## src/rtl/txr_pkg.sv

```systemverilog
package txr_pkg;
  typedef enum logic [3:0] {
    ST_IDLE, ST_RFLAG, ST_RLO, ST_RLEN, ST_RBUF,
    ST_SEND, ST_WRES, ST_WMISC, ST_WFLAG
  } txr_state_e;

  localparam logic [7:0] FL_ERR  = 8'h40;
  localparam logic [7:0] FL_MORE = 8'h10;
  localparam logic [7:0] FL_ONE  = 8'h08;
  localparam logic [7:0] FL_DEF  = 8'h04;

  localparam logic [15:0] MS_BUFF = 16'h8000;
  localparam logic [15:0] MS_UFLO = 16'h4000;
  localparam logic [15:0] MS_LCOL = 16'h1000;
  localparam logic [15:0] MS_LCAR = 16'h0800;
  localparam logic [15:0] MS_RTRY = 16'h0400;

  localparam int OFS_ADDR = 0;
  localparam int OFS_FLAG = 2;
  localparam int OFS_LEN  = 4;
  localparam int OFS_MISC = 6;

  typedef struct packed {
    logic       defer;
    logic [1:0] coll;
    logic       underrun;
    logic       late_coll;
    logic       no_carrier;
    logic       retry_fail;
    logic [9:0] tdr;
  } txr_result_t;
endpackage

```

## src/rtl/txr_poll_timer.sv

```systemverilog
module txr_poll_timer #(
  parameter int CYCLES = 1024
) (
  input  logic clk,
  input  logic rst_n,
  input  logic run,
  output logic expired
);
  localparam int CW = (CYCLES > 2) ? $clog2(CYCLES) : 1;
  logic [CW-1:0] cnt;

  assign expired = run && (cnt == CW'(CYCLES - 1));

  always_ff @(posedge clk or negedge rst_n) begin
    if (!rst_n)                 cnt <= '0;
    else if (!run || expired)   cnt <= '0;
    else                        cnt <= cnt + CW'(1);
  end
endmodule

```

## src/rtl/txr_ring_index.sv

```systemverilog
module txr_ring_index #(
  parameter int ADDR_W = 24,
  parameter int LOG2_W = 3
) (
  input  logic              clk,
  input  logic              rst_n,
  input  logic              advance,
  input  logic [LOG2_W-1:0] ring_log2,
  input  logic [ADDR_W-1:0] ring_base,
  output logic [ADDR_W-1:0] desc_addr
);
  localparam int IW = (1 << LOG2_W) - 1;
  logic [IW-1:0] idx, mask;

  assign mask      = ~({IW{1'b1}} << ring_log2);
  assign desc_addr = ring_base + ADDR_W'({idx, 3'b000});

  always_ff @(posedge clk or negedge rst_n) begin
    if (!rst_n)       idx <= '0;
    else if (advance) idx <= (idx + IW'(1)) & mask;
  end
endmodule

```

## src/rtl/txr_status_fmt.sv

```systemverilog
module txr_status_fmt
  import txr_pkg::*;
(
  input  logic [1:0]  frame_bits,
  input  logic        bad,
  input  txr_result_t res,
  output logic [7:0]  flag_out,
  output logic [15:0] misc_out,
  output logic        has_err
);
  logic any_err;
  assign any_err = res.underrun | res.late_coll | res.no_carrier | res.retry_fail;

  always_comb begin
    flag_out = {6'b0, frame_bits};
    misc_out = '0;
    has_err  = 1'b1;
    if (bad) begin
      flag_out = flag_out | FL_ERR;
      misc_out = MS_BUFF;
    end else begin
      has_err = any_err;
      if (res.defer)       flag_out = flag_out | FL_DEF;
      if (res.coll == 2'd1) flag_out = flag_out | FL_ONE;
      if (res.coll[1])     flag_out = flag_out | FL_MORE;
      if (any_err)         flag_out = flag_out | FL_ERR;
      misc_out = {6'b0, res.tdr};
      if (res.retry_fail)  misc_out = misc_out | MS_RTRY;
      if (res.no_carrier)  misc_out = misc_out | MS_LCAR;
      if (res.late_coll)   misc_out = misc_out | MS_LCOL;
      if (res.underrun)    misc_out = misc_out | MS_UFLO;
    end
  end
endmodule

```

## src/rtl/txr_engine.sv

```systemverilog
module txr_engine
  import txr_pkg::*;
#(
  parameter int ADDR_W      = 24,
  parameter int POLL_CYCLES = 1024
) (
  input  logic              clk,
  input  logic              rst_n,
  input  logic [ADDR_W-1:0] cfg_ring_base,
  input  logic [2:0]        cfg_ring_log2,
  input  logic              poll_demand,
  input  logic              restart,
  output logic              mem_req_valid,
  input  logic              mem_req_ready,
  output logic              mem_req_write,
  output logic [ADDR_W-1:0] mem_req_addr,
  output logic [15:0]       mem_req_wdata,
  input  logic              mem_rsp_valid,
  input  logic [15:0]       mem_rsp_data,
  output logic              tx_valid,
  input  logic              tx_ready,
  output logic [7:0]        tx_data,
  output logic              tx_last,
  input  logic              res_valid,
  input  logic              res_defer,
  input  logic [1:0]        res_coll,
  input  logic              res_retry_fail,
  input  logic              res_no_carrier,
  input  logic              res_late_coll,
  input  logic              res_underrun,
  input  logic [9:0]        res_tdr,
  output logic              tx_done
);
  txr_state_e        state;
  logic              wait_rsp, halted, done_q, uflo_q, spare_v;
  logic [1:0]        frame_q;
  logic [7:0]        hi_q, byte_q, spare_q, flag_wb_q;
  logic [15:0]       lo_q, cnt_q, misc_wb_q, neg_len;
  logic [ADDR_W-1:0] cur_q, desc_addr;
  logic              is_read, rd_fire, wr_fire, expired, advance, bad_desc;
  logic [7:0]        fmt_flag;
  logic [15:0]       fmt_misc;
  logic              fmt_err;
  txr_result_t       res_in;

  assign res_in = '{defer: res_defer, coll: res_coll, underrun: res_underrun,
                    late_coll: res_late_coll, no_carrier: res_no_carrier,
                    retry_fail: res_retry_fail, tdr: res_tdr};

  txr_poll_timer #(.CYCLES(POLL_CYCLES)) timer_i (
    .clk(clk), .rst_n(rst_n), .run(state == ST_IDLE && !halted), .expired(expired));

  txr_ring_index #(.ADDR_W(ADDR_W), .LOG2_W(3)) index_i (
    .clk(clk), .rst_n(rst_n), .advance(advance), .ring_log2(cfg_ring_log2),
    .ring_base(cfg_ring_base), .desc_addr(desc_addr));

  txr_status_fmt fmt_i (
    .frame_bits(frame_q), .bad(state == ST_RLEN), .res(res_in),
    .flag_out(fmt_flag), .misc_out(fmt_misc), .has_err(fmt_err));

  assign is_read  = (state == ST_RFLAG) || (state == ST_RLO) ||
                    (state == ST_RLEN)  || (state == ST_RBUF);
  assign mem_req_valid = (is_read && !wait_rsp) || (state == ST_WMISC) || (state == ST_WFLAG);
  assign mem_req_write = (state == ST_WMISC) || (state == ST_WFLAG);
  assign mem_req_wdata = (state == ST_WMISC) ? misc_wb_q : {flag_wb_q, hi_q};
  assign rd_fire  = wait_rsp && mem_rsp_valid;
  assign wr_fire  = mem_req_valid && mem_req_ready && mem_req_write;
  assign advance  = (state == ST_WFLAG) && wr_fire;
  assign neg_len  = ~mem_rsp_data + 16'd1;
  assign bad_desc = (frame_q != 2'b11) || (neg_len == 16'd0);

  always_comb begin
    case (state)
      ST_RLO:   mem_req_addr = desc_addr + ADDR_W'(OFS_ADDR);
      ST_RLEN:  mem_req_addr = desc_addr + ADDR_W'(OFS_LEN);
      ST_RBUF:  mem_req_addr = {cur_q[ADDR_W-1:1], 1'b0};
      ST_WMISC: mem_req_addr = desc_addr + ADDR_W'(OFS_MISC);
      default:  mem_req_addr = desc_addr + ADDR_W'(OFS_FLAG);
    endcase
  end

  assign tx_valid = (state == ST_SEND);
  assign tx_data  = byte_q;
  assign tx_last  = (cnt_q == 16'd1);
  assign tx_done  = done_q;

  always_ff @(posedge clk or negedge rst_n) begin
    if (!rst_n) begin
      state <= ST_IDLE;  wait_rsp <= 1'b0; halted <= 1'b0; done_q <= 1'b0;
      uflo_q <= 1'b0;    spare_v <= 1'b0;  frame_q <= '0;   hi_q <= '0;
      byte_q <= '0;      spare_q <= '0;    flag_wb_q <= '0; lo_q <= '0;
      cnt_q <= '0;       misc_wb_q <= '0;  cur_q <= '0;
    end else begin
      done_q <= 1'b0;
      if (is_read && mem_req_valid && mem_req_ready) wait_rsp <= 1'b1;
      if (rd_fire) wait_rsp <= 1'b0;
      case (state)
        ST_IDLE: begin
          if (restart) begin
            halted <= 1'b0;
            state  <= ST_RFLAG;
          end else if (!halted && (poll_demand || expired)) begin
            state <= ST_RFLAG;
          end
        end
        ST_RFLAG: if (rd_fire) begin
          frame_q <= mem_rsp_data[9:8];
          hi_q    <= mem_rsp_data[7:0];
          state   <= mem_rsp_data[15] ? ST_RLO : ST_IDLE;
        end
        ST_RLO: if (rd_fire) begin
          lo_q  <= mem_rsp_data;
          state <= ST_RLEN;
        end
        ST_RLEN: if (rd_fire) begin
          cnt_q   <= neg_len;
          cur_q   <= ADDR_W'({hi_q, lo_q});
          spare_v <= 1'b0;
          uflo_q  <= 1'b0;
          if (bad_desc) begin
            flag_wb_q <= fmt_flag;
            misc_wb_q <= fmt_misc;
            state     <= ST_WMISC;
          end else begin
            state <= ST_RBUF;
          end
        end
        ST_RBUF: if (rd_fire) begin
          if (cur_q[0]) begin
            byte_q  <= mem_rsp_data[7:0];
            spare_v <= 1'b0;
          end else begin
            byte_q  <= mem_rsp_data[15:8];
            spare_q <= mem_rsp_data[7:0];
            spare_v <= (cnt_q > 16'd1);
          end
          state <= ST_SEND;
        end
        ST_SEND: if (tx_ready) begin
          cnt_q <= cnt_q - 16'd1;
          cur_q <= cur_q + ADDR_W'(1);
          if (cnt_q == 16'd1) begin
            state <= ST_WRES;
          end else if (spare_v) begin
            byte_q  <= spare_q;
            spare_v <= 1'b0;
          end else begin
            state <= ST_RBUF;
          end
        end
        ST_WRES: if (res_valid) begin
          flag_wb_q <= fmt_flag;
          misc_wb_q <= fmt_misc;
          uflo_q    <= res_underrun;
          state     <= fmt_err ? ST_WMISC : ST_WFLAG;
        end
        ST_WMISC: if (wr_fire) state <= ST_WFLAG;
        ST_WFLAG: if (wr_fire) begin
          done_q <= 1'b1;
          if (uflo_q) begin
            halted <= 1'b1;
            state  <= ST_IDLE;
          end else begin
            state <= ST_RFLAG;
          end
        end
        default: state <= ST_IDLE;
      endcase
    end
  end
endmodule

```

## config.mk

```make
export PLATFORM = sky130hd
export DESIGN_NAME = txr_engine
export DESIGN_NICKNAME = d
export VERILOG_FILES = /design/src/rtl/txr_pkg.sv /design/src/rtl/txr_poll_timer.sv /design/src/rtl/txr_ring_index.sv /design/src/rtl/txr_status_fmt.sv /design/src/rtl/txr_engine.sv
export SDC_FILE = /design/constraint.sdc
export NUM_CORES = 1
export LEC_CHECK = 0
export BUFFER_PORTS_ARGS = -buffer_cell sky130_fd_sc_hd__clkbuf_2
export CAP_MARGIN = 25
export CORE_MARGIN = 2
export CORE_UTILIZATION = 48
export CTS_BUF_LIST = sky130_fd_sc_hd__clkbuf_2 sky130_fd_sc_hd__clkbuf_4 sky130_fd_sc_hd__clkbuf_8
export DETAILED_ROUTE_END_ITERATION = 10
export PLACE_DENSITY = 0.68
export SYNTH_ARGS = -nofsm -noshare
export SYNTH_HDL_FRONTEND = slang
export SYNTH_HIERARCHICAL = 1
export SYNTH_SLANG_ARGS = --single-unit
```

## constraint.sdc

```tcl
create_clock -name clk -period 4.2 [get_ports clk]
set_input_delay 0.42 -clock clk [delete_from_list [all_inputs] [get_ports clk]]
set_output_delay 0.42 -clock clk [all_outputs]
set_load 0.02 [all_outputs]
```

Word-level counts from Yosys, hierarchy flattened
Cells that the tools add are included.
{ "op_classes": {"eq_ne": 27, "n_addsub": 9, "n_shift": 1, "reduce_logical": 40, "n_lt_le_gt_ge": 1, "n_mux": 67, "n_bitwise": 7} }
{ "ops": {"columns": ["cell", "count"], "rows": [
  ["2-to-1 mux 16 bit", 7],
  ["case mux 24 bit (4 select lines)", 1],
  ["2-to-1 mux 8 bit", 8],
  ["case mux 16 bit (2 select lines)", 2],
  ["2-to-1 mux 4 bit", 14],
  ["adder 24 x 3 -> 24 bit (second input constant)", 2],
  ["2-to-1 mux 24 bit", 2],
  ["case mux 24 bit (2 select lines)", 1],
  ["case mux 4 bit (9 select lines)", 1],
  ["case mux 8 bit (2 select lines)", 2],
  ["adder 24 x 1 -> 24 bit (second input constant)", 1],
  ["adder 24 x 10 -> 24 bit", 1],
  ["adder 24 x 2 -> 24 bit (second input constant)", 1],
  ["inequality test 2 bit (second input constant)", 12],
  ["adder 16 x 1 -> 16 bit (second input constant)", 1],
  ["equality test 16 x 1 -> 1 bit (second input constant)", 1],
  ["equality test 4 x 3 -> 1 bit (second input constant)", 4],
  ["greater-than comparator 16 x 1 -> 1 bit (second input constant)", 1],
  ["logical NOT 16 bit", 1],
  ["NOT 16 bit", 1],
  ["subtractor 16 x 1 -> 16 bit (second input constant)", 1],
  ["2-to-1 mux 1 bit", 15],
  ["2-to-1 mux 15 bit", 1],
  ["2-to-1 mux 7 bit", 2],
  ["35 further kinds", 69]
]} }
{ "totals": {"regBits": 132, "input_bits": 68} }

Longest topological paths before layout
Gate-level depths: netlist of the first run.
{ "depth": {"ltp_word": 11, "mapped_depth": 13, "ltp_nobuf": 12} }

Cells and area by module
Netlist of the first run, hierarchy kept.
{ "by_module_without_submodules": {"columns": ["mod", "seq_area_each_um2", "n_inst", "area_each_um2", "cells_each"], "rows": [
  ["txr_engine", 2877.8, 1, 7504.7, 851],
  ["txr_ring_index", 175.2, 1, 975.9, 111],
  ["txr_poll_timer", 250.2, 1, 493.0, 51],
  ["txr_status_fmt", 0.0, 1, 205.2, 29]
]} }

Least setup slack after synthesis of the first run
Ideal clock, no wire load.
{ "synth_path": {"path_type": "flip-flop to output port", "from": "reg state[0]", "to": "out mem_req_addr[17]", "setup_slack_ps": 438, "n_path_buf": 3, "arrival_ps": 3342, "stages_incl_launch_ff": 11, "cell_sequence": "dfrtp_1 -> clkbuf_1 -> clkbuf_1 -> nand3_1 -> clkbuf_1 -> fa_1 -> nand2b_1 -> nor3_1 -> o21ai_0 -> a22o_1 -> o21ai_0"} }
{ "synth_via": {"elab_chain_cells": 2, "elab_cells_between_ends": 5, "cone_classes": "eq/ne (4); mux (1)"} }
{ "synth_lines": {"columns": ["item", "line", "text"], "rows": [
  ["start: declaration", "txr_engine.sv:34", "txr_state_e state;"],
  ["start signal: assignment", "txr_engine.sv:109", "state <= mem_rsp_data[15] ? ST_RLO : ST_IDLE;"],
  ["start signal: assignment", "txr_engine.sv:155", "state <= fmt_err ? ST_WMISC : ST_WFLAG;"],
  ["equality test 4 x 3 -> 1 bit or equality test 4 x 2 -> 1 bit (tied branches)", "txr_engine.sv:73", "case (state)"],
  ["case mux 24 bit (4 select lines) (*)", "txr_engine.sv:73", null],
  ["end: declaration", "txr_engine.sv:16", "output logic [ADDR_W-1:0] mem_req_addr,"]
]} }
Every way passes the cells marked *; elsewhere a longest branch is shown, timed or not.

Final worst setup path of the first run
{ "layout_path": {"from": "reg index_i.idx[0]", "to": "out mem_req_addr[22]"} }
{ "layout_via": {"elab_chain_cells": 3, "elab_cells_between_ends": 5, "cone_classes": "add/sub (4); mux (1)"} }
{ "layout_lines": {"columns": ["item", "line", "text"], "rows": [
  ["start: declaration", "txr_ring_index.sv:13", "logic [IW-1:0] idx, mask;"],
  ["start signal: assignment", "txr_ring_index.sv:20", "else if (advance) idx <= (idx + IW'(1)) & mask;"],
  ["adder 24 x 10 -> 24 bit (*)", "txr_ring_index.sv:16", "assign desc_addr = ring_base + ADDR_W'({idx, 3'b000});"],
  ["via desc_addr[11]", "txr_engine.sv:39", "logic [ADDR_W-1:0] cur_q, desc_addr;"],
  ["adder 24 x 2 -> 24 bit, or another cell as far along", "txr_engine.sv:78", "default: mem_req_addr = desc_addr + ADDR_W'(OFS_FLAG);"],
  ["case mux 24 bit (4 select lines) (*)", "txr_engine.sv:73", null]
]} }
Mark *: on every way through the listed nets, which the timed path passes. The rest lies on a longest branch.

==> flow_metrics.tcl, run 1 <==
set metrics [dict create \
    ys.flop_type "dfrtp_1" \
    clk_pin_slew_ns 0.08 \
    final_cells 1388 \
    period_share_pct 97.56 \
    grt_start_max_net_pins 71 \
    critPathMaxStageDelay_ns 0.45 \
    reg2reg_depth 9 \
    worstPathMaxFanout 7 \
    yosys_register_bits 132 \
    critical_path_class "register to output pin" \
    die_w_um 142.3 \
    ys_seq_area_share_pct 35.99 \
    cts_made_buffers 17 \
    power.density_mw_per_mm2 652.2 \
    cts_root_buf "clkbuf_8" \
    wire_per_inst_um 18.68 \
    insertion_delay_ns 0.46 \
    drt-initial-drc-count 888 \
    post-place-ws_ns 0.2518 \
    area_growth_pct 14.40 \
    slew-limit-headroom_pct 34.16 \
    syn_inst 1042 \
    peakVddDrop_mv 0.2606 \
    min_period_ns 4.097 \
    final_cell_area_sq_mm 0.01050 \
    wl_um 25920 \
    fillCellCount 1704 \
    final_nets 1229 \
    worst_slack_ns 0.1025 \
    pin_count 121 \
    endpoint_kind "output pin" \
    yosysUniqueCellTypes 85 \
    seqCellArea_sq_mm 0.003303 \
    outcome "finished clean" \
    cpMaxStageDelayCell "dfrtp_1" \
    worstPathCellList "ha_4 > fa_2 > a211oi_4 > o211ai_4 > o211ai_1 > xnor2_1 > and3_4 > nand3_4 > nor3b_4 > a21oi_2 > or3_1 > nand3_1 > buf_6" \
    worst_slew_pin_slew_ns 0.9876 \
    cellLeakagePower_nw 4.547 \
    die_h_um 142.3 \
    hold_violations 0 \
    die-area_sq_mm 0.02025 \
    drc 0 \
    grt_pass1_wl_um 40900 \
    multiInputGateArea_sq_mm 0.005608 \
    arrival_ns 3.68 \
    drv_cap 0 \
    avgSynthCellArea_sq_um 8.809 \
    critPathRequiredTime_ns 3.78 \
    postPlaceCellArea_sq_mm 0.009953 \
    cts-htree-levels 4 \
    holdPathStages 2 \
    cts_buffer_depth 2 \
    yosysWarnings 6 \
    final_cell_mix "dfrtp_1, clkbuf_2, nand2_1" \
    setup_viol 0 \
    grt_overflow 0 \
    antennaDiodeCount 0 \
    fp-row-count 50 \
    global_route.usage.total_pct 25.43 \
    hpwl_um 18510 \
    slew_viol_final 0 \
    antenna_left 0 \
    routed_via_density 6.126 \
    start_kind "register" \
    final_common_cell "dfrtp_1" \
    first_global_vias 7697 \
    mappedNetlistArea_sq_mm 0.009179 \
    synth_edf_count 0 \
    async_reset_ff_share_pct 100.0 \
    cts_sinks 132 \
    initial_core_util_pct 49.07 \
    cts_tree "built" \
    antenna_found_initial 0 \
    dp_cells 1355 \
    max_freq_mhz 244.1 \
    clock_skew_ns 0.01222 \
    gp_congestion 0.9527 \
    hold_class "input port to register" \
    portBuffers 120 \
    first_pass_iters 5 \
    drive_gt1_share_pct 26.43 \
    vias 8503 \
    core_area_sq_mm 0.01871 \
]
path summary, 6_finish.rpt:
kind / slack (ns) / startpoint / end
setup reg to reg: 1.03 / state[2] / flag_wb_q[1]
max in group asynchronous: 2.72 / rst_n / cur_q[1]
min in group asynchronous: 0.51 / rst_n / index_i/idx[3]
hold / removal: 0.25 / res_underrun / uflo_q
hold reg to reg: 0.48 / timer_i/cnt[0] / timer_i/cnt[0]
setup / recovery: 0.10 / index_i/idx[0] / mem_req_addr[22]
where the power goes:
part | switching [mW] | internal (mW) | total (mW) | leakage, nW
clock network | 0.549 | 0.537 | 1.09 | 0.187
registers | 0.517 | 1.80 | 2.32 | 1.66
logic | 1.98 | 1.47 | 3.44 | 2.70
total | 3.04 | 3.80 | 6.85 | 4.55
worst max-delay path, delay by kind of cell, from the launching register on:
| kind | cells | cell delay (ns) |
|---|---|---|
| simple gates | 5 | 1.10 |
| compound gates | 4 | 0.71 |
| fa+ha+maj | 2 | 0.63 |
| flops | 1 | 0.45 |
| xor+xnor | 1 | 0.19 |
| buf+inv | 1 | 0.14 |
synthesized netlist by cell type (all sizes together), types with 4 or more instances:
cell type  count  share of area, %
a21oi         75               4.1
a22o          10              0.95
a22oi          8              0.65
a31oi         10              0.68
and2           6              0.44
and2b          6              0.49
and3          21               1.4
and4           5              0.48
buf           22               1.7
clkbuf        46               1.9
dfrtp        132                36
ha            16               2.2
inv           22              0.90
mux2          79                11
mux2i         15               1.6
nand2        100               4.1
nand2b         9              0.61
nand3         51               2.8
nand4         17               1.2
nor2          77               3.2
nor2b         19               1.3
nor3          27               1.5
nor3b          5              0.46
nor4          13              0.95
o211ai        14               1.5
o21ai         94               5.1
o22ai         17               1.2
o2bb2a         4              0.44
o311ai         4              0.38
o31ai          8              0.80
or3            6              0.42
or4            7              0.65
xnor2         25               2.4
xor2          17               1.6
timing repair:
item	CTS	global route
buffers inserted	0	2
endpoints found under the setup margin	5	10
hold buffers	1	0
resized for setup	5	27
endpoints found under the hold margin	13	0
pin swaps	2	10
flip-flops by register name, summed over array words and instances, names as in the netlist:
name         cells
cur_q           24
cnt_q           16
lo_q            16
misc_wb_q       16
timer_i/cnt     10
flag_wb_q        8
hi_q             8
spare_q          8
tx_data          8
index_i/idx      7
state            4
frame_q          2
halted           1
spare_v          1
tx_done          1
uflo_q           1
wait_rsp         1
metal layers:
metal / up-vias / routed length (um) / GRT usage [%]
li1: 4016 / - / -
met1: 4161 / 11960 / 36.40
met2: 287 / 12040 / 39.87
met3: 39 / 1407 / 3.668
met4: 0 / 514 / 8.000
met5: - / 0 / 0
area by class of cell:
cell class	count	area share, %
clock buffer	18	2.359
clock inverter	12	1.263
inverter	23	0.8222
multi-input combinational	821	53.41
sequential	132	31.46
tap	234	2.788
timing repair buffer	148	7.900
cells by family after synthesis:
group | Yosys count | share of synthesized area (%)
muxes | 94 | 12.15
xor gates and xnor gates | 42 | 4.008
DFF | 132 | 35.99
buffers and inverters | 91 | 4.553
adders and majority gates | 18 | 2.617
AOI/OAI and AO/OA | 284 | 19.60
other | 1 | 0.04085
and+or+nand+nor | 380 | 21.05
through the flow:
stage / util [%] / hold WS, ns / power (mW) / TNS (ns)
2_1_floorplan: - / 0.1244 / 4.706 / 0
6_report: 56.13 / 0.2456 / 6.848 / 0
3_3_place_gp: 53.21 / 0.4602 / 5.634 / 0
3_5_place_dp: 53.21 / 0.4675 / 5.689 / 0
4_1_cts: 55.41 / 0.2249 / 6.787 / 0
5_1_grt: 56.13 / 0.2577 / 7.311 / -0.1437
Note: power is estimated with default switching activity, not from simulation.
==> run 2: changes to the inputs <==
--- a/config.mk
+++ b/config.mk
@@ -14,5 +14,4 @@
 export PLACE_DENSITY = 0.68
 export SYNTH_ARGS = -nofsm -noshare
 export SYNTH_HDL_FRONTEND = slang
-export SYNTH_HIERARCHICAL = 1
 export SYNTH_SLANG_ARGS = --single-unit
==> run 2 against run 1 <==
  * Sequential cell count fell by 3
  * Critical path depth down 1
  * Global-route usage is 1.2 points higher
  * Wire length rose by 3.4%
  * Sequential share of layout area is 1.0 points lower
  * Maximum frequency decreased by 1.9%
==> flow_metrics.tcl, run 2 <==
set metrics [dict create \
    vias 8683 \
    core_area_sq_mm 0.01815 \
    power.density_mw_per_mm2 634.5 \
    ys_seq_area_share_pct 36.02 \
    crit_buf_inv 2 \
    yosys_register_bits 129 \
    synth.net_count 1156 \
    avgSynthCellArea_sq_um 8.367 \
    antenna_found_initial 0 \
    wl_um 26800 \
    drc 0 \
    clk_pin_slew_ns 0.09 \
    yosysUniqueCellTypes 81 \
    initial_core_util_pct 49.38 \
    first_global_vias 8066 \
    final_nets 1277 \
    rsz0062_at_grt "yes" \
    start_kind "register" \
    period_share_pct 99.48 \
    hold_violations 0 \
    cts_made_buffers 17 \
    arrival_ns 3.76 \
    synth_edf_count 0 \
    mappedNetlistArea_sq_mm 0.008961 \
    insertion_delay_ns 0.46 \
    multiInputGateArea_sq_mm 0.005630 \
    crit_top_cell "a211oi_4" \
    yosysWarnings 0 \
    cts-htree-levels 4 \
    cpMaxStageDelayCell "or4_1" \
    worst_slew_pin_slew_ns 1.086 \
    portBuffers 119 \
    path_delay_family "simple AND/OR/NAND/NOR gates" \
    routed_via_density 6.055 \
    area_growth_pct 18.39 \
    ys_top_cells_by_count "dfrtp_1, nor2_1, nand2_1" \
    antenna_left 0 \
    power_mw 6.731 \
    grt_start_max_net_pins 130 \
    grt_pass1_wl_um 42240 \
    hold_class "input port to asynchronous set/reset pin" \
    grt_overflow 0 \
    largest_register_ffs 24 \
    syn_inst 1071 \
    critPathMaxStageDelay_ns 0.52 \
    slew-limit-headroom_pct 27.02 \
    wire_per_inst_um 18.69 \
    final_cell_mix "dfrtp_1, nand2_1, nor2_1" \
    cts_root_buf "clkbuf_8" \
    die_w_um 140.6 \
    regMostFlops "cur_q" \
    cts_sinks 129 \
    die-area_sq_mm 0.01978 \
    cts_tree "built" \
    fp-row-count 49 \
    critPathRequiredTime_ns 3.78 \
    setup_viol 0 \
    synth_top_area_share_pct 36.02 \
    synthTopCellsByArea "dfrtp_1, mux2_2, nor2_1" \
    peakVddDrop_mv 0.3413 \
    global_route.usage.total_pct 26.61 \
    synth_top_cell_by_area "dfrtp_1" \
    seqCellArea_sq_mm 0.003229 \
    first_pass_iters 6 \
    pin_count 121 \
    endpoint_kind "output pin" \
    antennaDiodeCount 0 \
    drv_cap 0 \
    hpwl_um 18700 \
    critical_path_class "register to output pin" \
    yosysMostFrequentCell "dfrtp_1" \
    worstPathCellList "ha_1 > a211oi_4 > o311ai_4 > and2_4 > nor4_1 > a211oi_4 > buf_12 > nand2b_1 > or4_1 > nand3_1 > o211ai_1 > buf_4" \
    slew_viol_final 0 \
    postPlaceCellArea_sq_mm 0.009799 \
    final_cell_area_sq_mm 0.01061 \
    outcome "finished clean" \
    postCtsHoldBufs 0 \
    reg_top3 "cur_q x24, cnt_q x16, lo_q x16" \
    max_freq_mhz 239.3 \
    async_reset_ff_share_pct 100.0 \
    clock_skew_ns 0.01782 \
    die_h_um 140.6 \
    final_common_cell "dfrtp_1" \
    drive_gt1_share_pct 25.15 \
    drt-initial-drc-count 937 \
    worstPathMaxFanout 8 \
    cts_buffer_depth 2 \
    fillCellCount 1634 \
    gp_congestion 0.9012 \
    ys.flop_type "dfrtp_1" \
    hold_ws_ns 0.02436 \
    cellLeakagePower_nw 4.636 \
    min_period_ns 4.178 \
]
[run 2: power by group]
group          switching, mW  internal, mW  leakage [nW]
sequential             0.467          1.72          1.63
clock                  0.569         0.546         0.202
combinational           2.14          1.29          2.80
total                   3.18          3.55          4.64
[run 2: kinds of logic after synthesis]
logic type	Yosys count	synth area share, %
adders and majority gates	17	2.541
AOI/OAI and AO/OA	297	21.52
other	1	0.04185
and+or+nand+nor	414	22.19
DFF	129	36.02
muxes	54	6.674
buffers and inverters	85	3.784
xor gates and xnor gates	74	7.233
[run 2: per-stage QoR]
stage / util (%) / worst slack [ns] / TNS, ns / instances
detailed placement: 54.00 / 0.1114 / 0 / 1380
floorplan: - / 0.3070 / 0 / 1071
global placement: 53.94 / 0.1473 / 0 / 1378
CTS: 57.23 / 0.001676 / 0 / 1425
finish: 58.46 / 0.02195 / 0 / 1434
global route: 58.46 / -0.08490 / -0.3657 / 1434
[run 2: worst paths after layout]
| check | start | to | slack [ns] | depth (start not counted) |
|---|---|---|---|---|
| min in group clk | res_defer | flag_wb_q[2] | 0.19 | 2 |
| max | index_i.idx[1] | mem_req_addr[20] | 0.02 | 12 |
| max reg2reg | cnt_q[6] | state[3] | 1.22 | 8 |
| max in group asynchronous | rst_n | cnt_q[8] | 3.57 | 2 |
| min reg2reg | timer_i.cnt[0] | timer_i.cnt[0] | 0.49 | 1 |
| min | rst_n | timer_i.cnt[4] | 0.02 | 2 |
[run 2: layout make-up]
type                            count  share of cell area (%)
Clock buffer                       17                   2.205
Clock inverter                     15                   1.628
Inverter                           22                  0.7784
Multi-Input combinational cell    857                   53.07
Sequential cell                   129                   30.44
Tap cell                          229                   2.701
Timing Repair Buffer              165                   9.176
[run 2: repair_timing]
action / CTS / global route
pin swaps: 9 / 16
resized for setup: 17 / 37
buffers inserted: 13 / 11
endpoints found under the setup margin: 11 / 14
[run 2: layer usage]
layer / part of all wire [%] / GRT usage (%) / up-vias
met2: 46 / 40.95 / 365
met4: 3.0 / 8.737 / 0
met3: 6.6 / 4.993 / 57
met1: 44 / 38.05 / 4132
met5: 0 / 0 / -
li1: - / - / 4129
